$ cat src/rtl/pinmux_pkg.sv
package pinmux_pkg;
  localparam int REG_W = 32;
  localparam logic [REG_W-1:0] KEY_FIRST  = 32'hAA996655;
  localparam logic [REG_W-1:0] KEY_SECOND = 32'h556699AA;

  typedef enum logic [1:0] {
    KS_IDLE = 2'd0,
    KS_HALF = 2'd1,
    KS_OPEN = 2'd2
  } key_state_e;
endpackage

$ cat src/rtl/pinmux_key_seq.sv
module pinmux_key_seq
  import pinmux_pkg::*;
(
  input  logic             clk,
  input  logic             rst_n,
  input  logic             wr_en,
  input  logic             key_hit,
  input  logic [REG_W-1:0] wr_data,
  output logic             window_o
);
  key_state_e state_q;

  always_ff @(posedge clk) begin
    if (!rst_n) begin
      state_q <= KS_IDLE;
    end else begin
      case (state_q)
        KS_IDLE: if (wr_en && key_hit && wr_data == KEY_FIRST) state_q <= KS_HALF;
        KS_HALF: if (wr_en) state_q <= (key_hit && wr_data == KEY_SECOND) ? KS_OPEN : KS_IDLE;
        default: state_q <= KS_IDLE;
      endcase
    end
  end

  assign window_o = (state_q == KS_OPEN);

  // window lasts exactly one cycle
  assert_window_single_R5: assert property (@(posedge clk) disable iff (!rst_n)
    window_o |=> !window_o);
  // window only follows an accepted second key word
  assert_window_after_key_R6: assert property (@(posedge clk) disable iff (!rst_n)
    window_o |-> $past(wr_en && key_hit && wr_data == KEY_SECOND));
endmodule

$ cat src/rtl/pinmux_lock_ctl.sv
module pinmux_lock_ctl (
  input  logic clk,
  input  logic rst_n,
  input  logic window,
  input  logic lock_wr,
  input  logic lock_val,
  input  logic one_way_en,
  output logic lock_o,
  output logic used_o
);
  logic lock_q, used_q, accept;

  assign accept = window && lock_wr && !(used_q && !lock_val);

  always_ff @(posedge clk) begin
    if (!rst_n) begin
      lock_q <= 1'b0;
      used_q <= 1'b0;
    end else if (accept) begin
      lock_q <= lock_val;
      if (lock_val && one_way_en) used_q <= 1'b1;
    end
  end

  assign lock_o = lock_q;
  assign used_o = used_q;

  // lock moves only on a write inside the key window
  assert_lock_needs_window_R5: assert property (@(posedge clk) disable iff (!rst_n)
    !$stable(lock_q) |-> $past(window && lock_wr));
  // once the one-way session is consumed the lock and flag stay set
  assert_one_way_sticky_R7: assert property (@(posedge clk) disable iff (!rst_n)
    used_q |=> (lock_q && used_q));
endmodule

$ cat src/rtl/pinmux_pin_slice.sv
module pinmux_pin_slice #(
  parameter int SEL_W   = 4,
  parameter int NUM_SRC = 12
) (
  input  logic               clk,
  input  logic               rst_n,
  input  logic               wr_hit,
  input  logic               locked,
  input  logic [SEL_W-1:0]   wr_sel,
  input  logic [NUM_SRC-1:0] periph,
  output logic [SEL_W-1:0]   sel_o,
  output logic               pin_d,
  output logic               pin_oe
);
  localparam int N_CODES = 1 << SEL_W;

  logic [SEL_W-1:0]   sel_q;
  logic [N_CODES-1:0] src_ext, valid_ext;

  always_ff @(posedge clk) begin
    if (!rst_n) sel_q <= '0;
    else if (wr_hit && !locked) sel_q <= wr_sel;
  end

  for (genvar c = 0; c < N_CODES; c++) begin : g_code
    if (c >= 1 && c <= NUM_SRC) begin : g_real
      assign src_ext[c]   = periph[c-1];
      assign valid_ext[c] = 1'b1;
    end else begin : g_null
      assign src_ext[c]   = 1'b0;
      assign valid_ext[c] = 1'b0;
    end
  end

  assign pin_d  = src_ext[sel_q];
  assign pin_oe = valid_ext[sel_q];
  assign sel_o  = sel_q;

  // select register only moves on an unlocked write to this pin
  assert_sel_guarded_R4: assert property (@(posedge clk) disable iff (!rst_n)
    !$stable(sel_q) |-> $past(wr_hit && !locked));
  // null code drives nothing
  assert_null_dark_R3: assert property (@(posedge clk) disable iff (!rst_n)
    (sel_q == '0) |-> (!pin_oe && !pin_d));
endmodule

$ cat src/rtl/pinmux_out_lockable.sv
module pinmux_out_lockable
  import pinmux_pkg::*;
#(
  parameter int NUM_PINS = 8,
  parameter int NUM_SRC  = 12,
  parameter int SEL_W    = 4,
  parameter int ADDR_W   = 4
) (
  input  logic               clk,
  input  logic               rst_n,
  input  logic               one_way_en,
  input  logic               wr_en,
  input  logic [ADDR_W-1:0]  wr_addr,
  input  logic [REG_W-1:0]   wr_data,
  input  logic [ADDR_W-1:0]  rd_addr,
  output logic [REG_W-1:0]   rd_data,
  input  logic [NUM_SRC-1:0] periph_data,
  output logic [NUM_PINS-1:0] pin_data,
  output logic [NUM_PINS-1:0] pin_oe,
  output logic               lock_state,
  output logic               one_way_used
);
  localparam int KEY_ADDR  = NUM_PINS;
  localparam int LOCK_ADDR = NUM_PINS + 1;

  logic             key_hit, lock_hit, window;
  logic             lock_q, used_q;
  logic [SEL_W-1:0] sel_all [NUM_PINS];

  assign key_hit  = (wr_addr == ADDR_W'(KEY_ADDR));
  assign lock_hit = wr_en && (wr_addr == ADDR_W'(LOCK_ADDR));

  pinmux_key_seq u_key (
    .clk(clk), .rst_n(rst_n), .wr_en(wr_en), .key_hit(key_hit),
    .wr_data(wr_data), .window_o(window)
  );

  pinmux_lock_ctl u_lock (
    .clk(clk), .rst_n(rst_n), .window(window), .lock_wr(lock_hit),
    .lock_val(wr_data[0]), .one_way_en(one_way_en),
    .lock_o(lock_q), .used_o(used_q)
  );

  for (genvar p = 0; p < NUM_PINS; p++) begin : g_pin
    pinmux_pin_slice #(.SEL_W(SEL_W), .NUM_SRC(NUM_SRC)) u_slice (
      .clk(clk), .rst_n(rst_n),
      .wr_hit(wr_en && (wr_addr == ADDR_W'(p))),
      .locked(lock_q), .wr_sel(wr_data[SEL_W-1:0]), .periph(periph_data),
      .sel_o(sel_all[p]), .pin_d(pin_data[p]), .pin_oe(pin_oe[p])
    );
  end

  always_comb begin
    rd_data = '0;
    for (int i = 0; i < NUM_PINS; i++) begin
      if (rd_addr == ADDR_W'(i)) rd_data[SEL_W-1:0] = sel_all[i];
    end
    if (rd_addr == ADDR_W'(LOCK_ADDR)) rd_data[1:0] = {used_q, lock_q};
  end

  assign lock_state   = lock_q;
  assign one_way_used = used_q;

  // with the strap low the one-way flag never rises
  assert_no_used_without_strap_R8: assert property (@(posedge clk) disable iff (!rst_n)
    (!one_way_en && !one_way_used) |=> (!one_way_used || $past(one_way_en)));
  // an enabled pin always carries a routed level, a disabled one is low
  assert_dark_pins_low_R3: assert property (@(posedge clk) disable iff (!rst_n)
    ((~pin_oe) & pin_data) == '0);
endmodule

$ cat config.mk
export PLATFORM = sky130hd
export DESIGN_NAME = pinmux_out_lockable
export DESIGN_NICKNAME = d
export VERILOG_FILES = /design/src/rtl/pinmux_pkg.sv /design/src/rtl/pinmux_key_seq.sv /design/src/rtl/pinmux_lock_ctl.sv /design/src/rtl/pinmux_pin_slice.sv /design/src/rtl/pinmux_out_lockable.sv
export SDC_FILE = /design/constraint.sdc
export NUM_CORES = 1
export LEC_CHECK = 0
export CAP_MARGIN = 5
export CORE_ASPECT_RATIO = 1.5
export CORE_MARGIN = 2
export CORE_UTILIZATION = 45
export CTS_BUF_LIST = sky130_fd_sc_hd__clkbuf_8 sky130_fd_sc_hd__clkbuf_16
export DETAILED_ROUTE_END_ITERATION = 6
export GPL_TIMING_DRIVEN = 0
export PLACE_DENSITY_LB_ADDON = 0.1
export SLEW_MARGIN = 20
export SYNTH_ARGS = -nofsm -noshare
export SYNTH_HDL_FRONTEND = slang
export SYNTH_SLANG_ARGS = --single-unit
export TNS_END_PERCENT = 10
$ cat constraint.sdc
create_clock -name clk -period 4.1 [get_ports clk]
set_input_delay 0.82 -clock clk [delete_from_list [all_inputs] [get_ports clk]]
set_output_delay 0.82 -clock clk [all_outputs]
set_load 0.01 [all_outputs]
## Yosys cells after proc, flatten, opt, wreduce, memory -nomap -nowiden

Memory sizes are Yosys's and may differ from the RTL's. A register that Yosys moved wholly into a read port is not among the register bits.
Index checks and enable logic that the tools add are counted.

- Logic and storage cells: 135
- Latch bits: 0
- Bits in writable memories: 0
- Bits of input ports: 56
- Memories: 8
- Bits in read-only memories: 128
- Flip-flop bits (word level): 36
- Output and inout port bits: 50

Memories:

| memory | depth | width | rd ports | clocked after memory_dff | write ports | RTL line | RTL |
|---|---|---|---|---|---|---|---|
| (name not given) | 16 | 1 | 1 | 1 | 0 | pinmux_pin_slice.sv:36 | `assign pin_oe = valid_ext[sel_q];` |
| (name not given) | 16 | 1 | 1 | 1 | 0 | pinmux_pin_slice.sv:36 |  |
| (name not given) | 16 | 1 | 1 | 1 | 0 | pinmux_pin_slice.sv:36 |  |
| (name not given) | 16 | 1 | 1 | 1 | 0 | pinmux_pin_slice.sv:36 |  |
| (name not given) | 16 | 1 | 1 | 1 | 0 | pinmux_pin_slice.sv:36 |  |
| (name not given) | 16 | 1 | 1 | 1 | 0 | pinmux_pin_slice.sv:36 |  |
| 2 more memories | -- | -- | -- | -- | -- | -- |  |

- Reductions and logical operators: 32
- $lt $le $gt $ge: 8
- Div/mod/pow operators: 0
- $mul: 0
- Multiplexer cells: 53
- Shifts and indexed selects: 0
- Eq/ne operators: 23
- Bitwise gates (word level): 0
- $add $sub $neg: 0

Operators with widths:

| cell | number |
|---|---|
| two-way mux 4 bit | 24 |
| < comparator 4 x 5 -> 1 bit (second input constant) | 8 |
| binary-select mux 1 bit (select 4 bit) | 8 |
| equality test 32 x 31 -> 1 bit (second input constant) | 1 |
| equality test 32 bit (second input constant) | 1 |
| equality test 4 x 3 -> 1 bit (second input constant) | 8 |
| logical AND 1 bit | 24 |
| equality test 4 x 2 -> 1 bit (second input constant) | 4 |
| two-way mux 1 bit | 16 |
| equality test 4 bit (second input constant) | 3 |
| equality test 4 x 1 -> 1 bit (second input constant) | 2 |
| logical NOT 4 bit | 2 |
| two-way mux 2 bit | 4 |
| one-hot mux 2 bit (2 select lines) | 1 |
| AND reduction 2 bit | 2 |
| logical NOT 1 bit | 3 |
| equality test 2 x 1 -> 1 bit (second input constant) | 1 |
| equality test 2 bit (second input constant) | 1 |
| logical NOT 2 bit | 1 |
| inequality test 2 x 1 -> 1 bit (second input constant) | 1 |
| inequality test 2 bit (second input constant) | 1 |

## Depth between registers and ports, before layout

Gate-level depths: netlist (run 1).

- Depth after elaboration: 10
- Gate-level depth with buffers: 6
- Mapped depth without buffers: 4

## Modules after synthesis

Synthesis (run 1) repeated with hierarchy kept, for this count alone.

- Cells, all modules: 461
- Area, all modules: 3972.6 um2

By module, submodules not included:

| module | cells an instance | area each (um2) | sequential area each (um2) | instances |
|---|---|---|---|---|
| pinmux_pin_slice | 41 | 364.1 | 100.1 | 8 |
| pinmux_out_lockable | 92 | 680.7 | 0.0 | 1 |
| pinmux_key_seq | 33 | 296.5 | 40.0 | 1 |
| pinmux_lock_ctl | 8 | 82.6 | 40.0 | 1 |

## Worst setup path after synthesis (run 1)

OpenSTA, ideal clock, no wires.

- Path type: input -> output
- Start point: in periph_data[8]
- End point: out pin_data[0]
- Stages on the path: 3
- Buffers on the path: 1
- Required time: 3.280 ns
- Arrival time: 1.887 ns
- Slack: 1.393 ns
- Cells stage by stage: mux4_1 mux4_2 buf_4

- Word-level cells in the longest chain between the ends: 2

RTL lines:

| element | RTL line | RTL |
|---|---|---|
| start: declaration | pinmux_out_lockable.sv:17 | `input logic [NUM_SRC-1:0] periph_data,` |
| binary-select mux 1 bit (select 4 bit) | pinmux_pin_slice.sv:35 | `assign pin_d = src_ext[sel_q];` |
| two-way mux 1 bit (implied by the code) | pinmux_pin_slice.sv:35 |  |
| end: declaration | pinmux_out_lockable.sv:18 | `output logic [NUM_PINS-1:0] pin_data,` |

No other way between the ends. The select of a mux whose other input is x is not followed.

## Worst setup path after layout (run 1)

- Start point: in periph_data[4]
- End point: out pin_data[2]

Same word-level chain as after synthesis.

==> run_results.csv, run 1 <==
group,metric,value,unit
setup_path,cp_data_arrival_time,3090,ps
synthesis,synth_top_cell_area_share,23.3,%
cells_and_area,fin_cells,635,
placement,gp_congestion,0.937,
power_and_ir_drop,combPwrFrac,23.4,%
die,start_util,45.5,%
setup_path,cp_max_fo,8,
setup_path,r2r-end,"g_pin[3].u_slice.sel_o[1]",
cells_and_area,final-seq-area,881,sq um
clocking,cts_htree_levels,2,
sta,setup_viol,0,
die,rows,41,
sta,fin_tns_setup,0,ps
synthesis,synth_top_area_cell,"dfxtp_1",
drt,drtIter0Drc,178,
drt,ant_nets,0,
setup_path,cp-start-kind,"input pin",
synthesis,yosysSeqAreaShare,23.3,%
global_route,track_usage,23.6,%
clocking,cts_root_buf,"clkbuf_16",
setup_path,cp.required,3280,ps
sta,finalClockSkew,6.51,ps
synthesis,synth_edf_count,0,
synthesis,ys_async_sr_fraction,0,%
placement,dp_hpwl,8.32,mm
sta,fmax,255,MHz
cells_and_area,fillCellCount,782,
hold_path,hold_class,"register to register",
setup_path,reg2regPathDepth,5,
synthesis,syn_area_per_cell,9.03,sq um
clocking,cts_tree,"done",
power_and_ir_drop,p_seq_share,41.2,%
global_route,grt_pass1_wl,16.7,mm
clocking,insertion_delay,290,ps
power_and_ir_drop,p_sw_share,25.8,%
sta,relSlewSlack,60.8,%
power_and_ir_drop,p_leak,0.00181,uW
clocking,cts_resized,0,
drt,drc,0,
cells_and_area,multi_input_area,2440,sq um
clocking,cts_buffers,5,
sta,setup_ws,185,ps
drt,via_count,3562,
synthesis,synthDistinctLibCells,44,
synthesis,synthesis.area,3780,sq um
sta,worstMarginPinSlew,587,ps
power_and_ir_drop,p_total,1070,uW
global_route,grt_pass1_vias,3343,
synthesis,synth_seq_cells,44,
sta,period_needed,3910,ps
power_and_ir_drop,ir_worst_vdd,0.000195,V
synthesis,synthFlopType,"dfxtp_1",
drt,drtPass1Iterations,4,
setup_path,critical_path_class,"input pin to output port",
clocking,clkTransAtPathRegs,60,ps
die,die_area,9170,sq um
clocking,post-cts-setup-buffers,0,
synthesis,synth_commonest_cells,"nand2_1 (48), buf_4 (46), dfxtp_1 (44), nand3_1 (29), a21boi_0 (24)",
synthesis,synth.most_common_cell,"nand2_1",
hold_path,whs_path_depth,2,
placement,dp.cells,628,
power_and_ir_drop,cell_internal_pwr,790,uW
cells_and_area,antennaDiodeCount,0,
job,max-cap-violations,0,
run_status,status,"finished clean",
clocking,ctsHoldBuffers,0,
drt,wl,10.6,mm
power_and_ir_drop,p_per_area,217,nW/um^2
drt,viasPerCell,5.61,
setup_path,r2r-start,"u_lock.lock_o",
sta,slew_viol_final,0,
clocking,cts.sinks,44,
global_route,grt_max_degree,13,
setup_path,endpoint_kind,"output port",
die,pin_count,106,
clocking,cts_buffer_depth,2,
placement,dp_slack,230,ps
setup_path,r2r_slack,2430,ps
sta,rsz0062_at_grt,"false",
cells_and_area,fin_nets,584,
power_and_ir_drop,pwr-share-clk,35.3,%
cells_and_area,drive_above_1_share,17.4,%
power_and_ir_drop,switchingPower,275,uW
hold_path,hold_end,"u_key.state_q[0]",
synthesis,ys_warn_count,0,
sta,hold_viol,0,
sta,finalCritPeriodShare,95.5,%
drt,wire_per_inst,16.7,microns
hold_path,hold_path.startpoint,"u_key.state_q[0]",
synthesis,synth_cells,419,
global_route,overflow,0,
placement,place.port_buffers,75,
cells_and_area,area_growth,29.6,%
synthesis,yosys-top-cells-area,"dfxtp_1 (23%), mux4_1 (9.7%), buf_4 (9.1%), mux4_2 (6.0%), mux2i_1 (5.3%)",
die,core-area,8310,sq um
die,die_w,78.9,microns
global_route,grt_antenna_before_repair,0,
die,die_h,116,microns
[cells by family (layout without fill, tap and decap cells)]
| family | Yosys count | in the layout | synth area share, % |
|---|---|---|---|
| compound gates | 72 | 72 | 12.7 |
| other cells | 1 | 28 | 0.0991 |
| buf+inv | 86 | 168 | 14.8 |
| simple gates | 163 | 163 | 25.5 |
| flops | 44 | 44 | 23.3 |
| mux | 53 | 53 | 23.7 |
[worst max path at each step]
stage	from	to	slack, ps	depth (start not counted)
2_1_floorplan	periph_data[8]	pin_data[0]	1390	3
4_1_cts	periph_data[3]	pin_data[2]	210	5
3_5_place_dp	periph_data[4]	pin_data[7]	230	5
3_3_place_gp	periph_data[4]	pin_data[4]	220	5
6_report	periph_data[4]	pin_data[2]	190	5
5_1_grt	periph_data[5]	pin_data[2]	160	5
[sequential cells by signal (all words and copies together), names as in the netlist]
| signal | cells |
|---|---|
| g_pin.u_slice.pin_oe | 8 |
| g_pin.u_slice.sel_o | 32 |
| u_key.state_q | 2 |
| u_lock.lock_o | 1 |
| u_lock.used_o | 1 |
[power groups by stage]
stage                     combinational [uW]  clock [uW]  sequential, uW
after floorplan                          140           0             447
after global placement                   245           0             448
after detailed placement                 247           0             449
after CTS                                248         381             439
after global routing                     269         399             440
final                                    250         376             439
[metrics by stage]
stage | instance area (sq um) | hold slack (ps) | utilization (%)
global route | 4900 | 570 | 59.0
floorplan | 3880 | 448 | -
global placement | 4770 | 476 | 57.4
finish | 4900 | 497 | 59.0
detailed placement | 4770 | 493 | 57.4
CTS | 4900 | 501 | 59.0
[area by class of cell]
type,instances,area share [%]
Sequential cell,44,18.0
Clock buffer,5,2.55
Multi-Input combinational cell,316,49.8
Timing Repair Buffer,75,15.3
Inverter,3,0.230
Clock inverter,2,0.179
Buffer,83,11.2
Tap cell,107,2.73
[layout by cell type (no fill, tap or decap), types with 14 or more instances in the layout]
cell,instances
a21boi_0,24
nand3_1,29
o21ai_0,21
dfxtp_1,44
mux2i_1,20
conb_1,28
nor2b_1,16
mux4_1,14
clkbuf_1,20
buf_4,46
nand2_1,48
nor4bb_1,15
clkdlybuf4s50_1,75
[routing by layer]
layer	routed length [microns]	global-route usage, %	part of all wire [%]	up-vias
met2	5510	44.1	52	163
met1	3900	26.4	37	1646
met3	760	3.63	7.2	34
li1	-	-	-	1719
met4	426	10.0	4.0	0
met5	0	0	0	-
[worst max-delay path, stage by stage]
cell	delay [ps]
clkdlybuf4s50_1	590
mux4_1	590
mux4_2	480
buf_4	140
clkdlybuf4s50_1	460
Note: power is estimated with default switching activity, not from simulation.
==> inputs of run 2 (changes only) <==
--- a/constraint.sdc
+++ b/constraint.sdc
@@ -3,2 +3,2 @@
 set_output_delay 0.82 -clock clk [all_outputs]
-set_load 0.01 [all_outputs]
+set_load 0.02 [all_outputs]
==> results of run 2 <==
The final DEF is identical to that of run 1. Status: finished clean.
Main changes from that run: setup slack after placement 230 ps -> 170 ps; setup slack after layout 185 ps -> 126 ps; total power 1070 uW -> 1080 uW
==> inputs of run 3 (changes only) <==
CAP_MARGIN = 20   (was 5)
CORE_ASPECT_RATIO = default   (was 1.5)
CORE_UTILIZATION = 40   (was 45)
==> run_results.csv, run 3 (synthesis gave the netlist of run 1 again) <==
group,metric,value,unit
die,start_util,41.1,%
sta,fin_tns_setup,0,ps
sta,slew_viol_final,0,
setup_path,crit_chain,"clkdlybuf4s50_1 > mux4_1 > mux4_2 > buf_4 > clkdlybuf4s50_1",
setup_path,slowest_stage,"clkdlybuf4s50_1",
sta,setup_viol,0,
clocking,insertion_delay,300,ps
power_and_ir_drop,ir_worst_vdd,0.000137,V
cells_and_area,drive_above_1_share,17.8,%
clocking,cts.sinks,44,
die,core-area,9200,sq um
die,rows,35,
die,pin_count,106,
cells_and_area,antennaDiodeCount,0,
global_route,grt_max_degree,15,
cells_and_area,largest_register_ffs,32,
setup_path,cp_common_cell,"clkdlybuf4s50_1",
clocking,cts_buffer_depth,2,
setup_path,endpoint_kind,"output port",
sta,period_needed,3950,ps
global_route,grt_pass1_vias,3364,
drt,wire_per_inst,17.1,microns
job,max-cap-violations,0,
clocking,cts_buffers,5,
placement,place.port_buffers,75,
setup_path,critical_path_class,"input pin to output port",
placement,gp_congestion,0.950,
drt,viasPerCell,5.54,
cells_and_area,layout_common_cells,"clkdlybuf4s50_1 (75), nand2_1 (48), buf_4 (46), dfxtp_1 (44), nand3_1 (29)",
clocking,cts_htree_levels,2,
sta,hold_viol,0,
setup_path,cp-start-kind,"input pin",
setup_path,cp_num_buf_inv,3,
cells_and_area,layout_commonest_cell,"clkdlybuf4s50_1",
clocking,ctsHoldBuffers,0,
clocking,cts_root_buf,"clkbuf_8",
setup_path,crit_family,"buffers and inverters",
placement,dp_hpwl,8.40,mm
clocking,cts_tree,"done",
global_route,grt_antenna_before_repair,0,
setup_path,startpoint,"periph_data[5]",
clocking,cts_resized,0,
sta,finalCritPeriodShare,96.2,%
setup_path,cp_max_fo,8,
drt,wl,10.9,mm
die,die_w,101,microns
die,die_area,10200,sq um
hold_path,hold_path.startpoint,"u_key.state_q[0]",
setup_path,r2r-start,"u_lock.lock_o",
setup_path,cp.required,3280,ps
clocking,clkTransAtPathRegs,90,ps
cells_and_area,area_growth,29.1,%
sta,fmax,253,MHz
setup_path,worst_path_largest_cell_delay,590,ps
sta,rsz0062_at_grt,"false",
drt,drtPass1Iterations,4,
run_status,status,"finished clean",
power_and_ir_drop,p_leak,0.00179,uW
drt,drc,0,
drt,ant_nets,0,
sta,relSlewSlack,59.5,%
power_and_ir_drop,p_total,1040,uW
cells_and_area,fin_util,53.1,%
hold_path,hold_class,"register to register",
cells_and_area,fin_nets,584,
global_route,grt_pass1_wl,17.1,mm
setup_path,cp_data_arrival_time,3130,ps
sta,finalClockSkew,9.35,ps
global_route,track_usage,21.2,%
clocking,post-cts-setup-buffers,0,
power_and_ir_drop,p_per_area,213,nW/um^2
drt,drtIter0Drc,159,
drt,via_count,3544,
global_route,overflow,0,
cells_and_area,stdcell_area,4880,sq um
sta,worstMarginPinSlew,608,ps
sta,holdWs,503,ps
placement,place_area,4770,sq um
die,die_h,101,microns
cells_and_area,fillCellCount,871,
run 3: cell count changes in the layout (fill, tap and decap cells not counted):
cell,previous run,this run
bufinv_16,0,1
clkinvlp_4,0,1
inv_1,4,3
clkbuf_16,5,0
clkbuf_8,0,5
run 3: report_power, final:
group	switching, uW	internal, uW	leakage [uW]
clock	152	180	0.0000541
sequential	5.02	434	0.000355
combinational	129	138	0.00138
run 3: through the flow:
stage	instances	worst slack, ps
3_3_place_gp	632	192
6_report	640	154
3_5_place_dp	632	177
4_1_cts	640	158
2_1_floorplan	446	1340
5_1_grt	640	106
run 3: final cells by class:
| type | count | area [sq um] | area share, % |
|---|---|---|---|
| multi-input combinational | 316 | 2440 | 50.0 |
| inverter | 3 | 11.3 | 0.231 |
| tap | 111 | 139 | 2.84 |
| sequential | 44 | 881 | 18.0 |
| clock buffer | 5 | 68.8 | 1.41 |
| clock inverter | 3 | 42.5 | 0.871 |
| timing repair buffer | 75 | 751 | 15.4 |
| buffer | 83 | 548 | 11.2 |
run 3: final timing paths:
| kind | endpoint | slack, ps | depth (start not counted) |
|---|---|---|---|
| setup reg to reg | g_pin[3].u_slice.sel_o[3] | 2420 | 5 |
| setup / recovery | pin_data[6] | 150 | 5 |
| hold / removal | u_key.state_q[0] | 500 | 2 |
| hold reg to reg | u_key.state_q[0] | 500 | 2 |
run 3: worst register-to-register path, stage by stage (launching register included):
cell and delay [ps]:
dfxtp_1 400, nor4b_4 520, and3_1 230, buf_4 160
mux2i_1 200, nor2b_1 70
run 3: metal layers:
metal  up-vias  routed length [microns]  part of all wire (%)  track usage, %
li1       1714                        -                     -               -
met1      1663                     4850                    44            28.0
met2       152                     5120                    47            36.4
met3        15                      793                   7.3            3.04
met4         0                      167                   1.5            5.72
met5         -                        0                     0               0
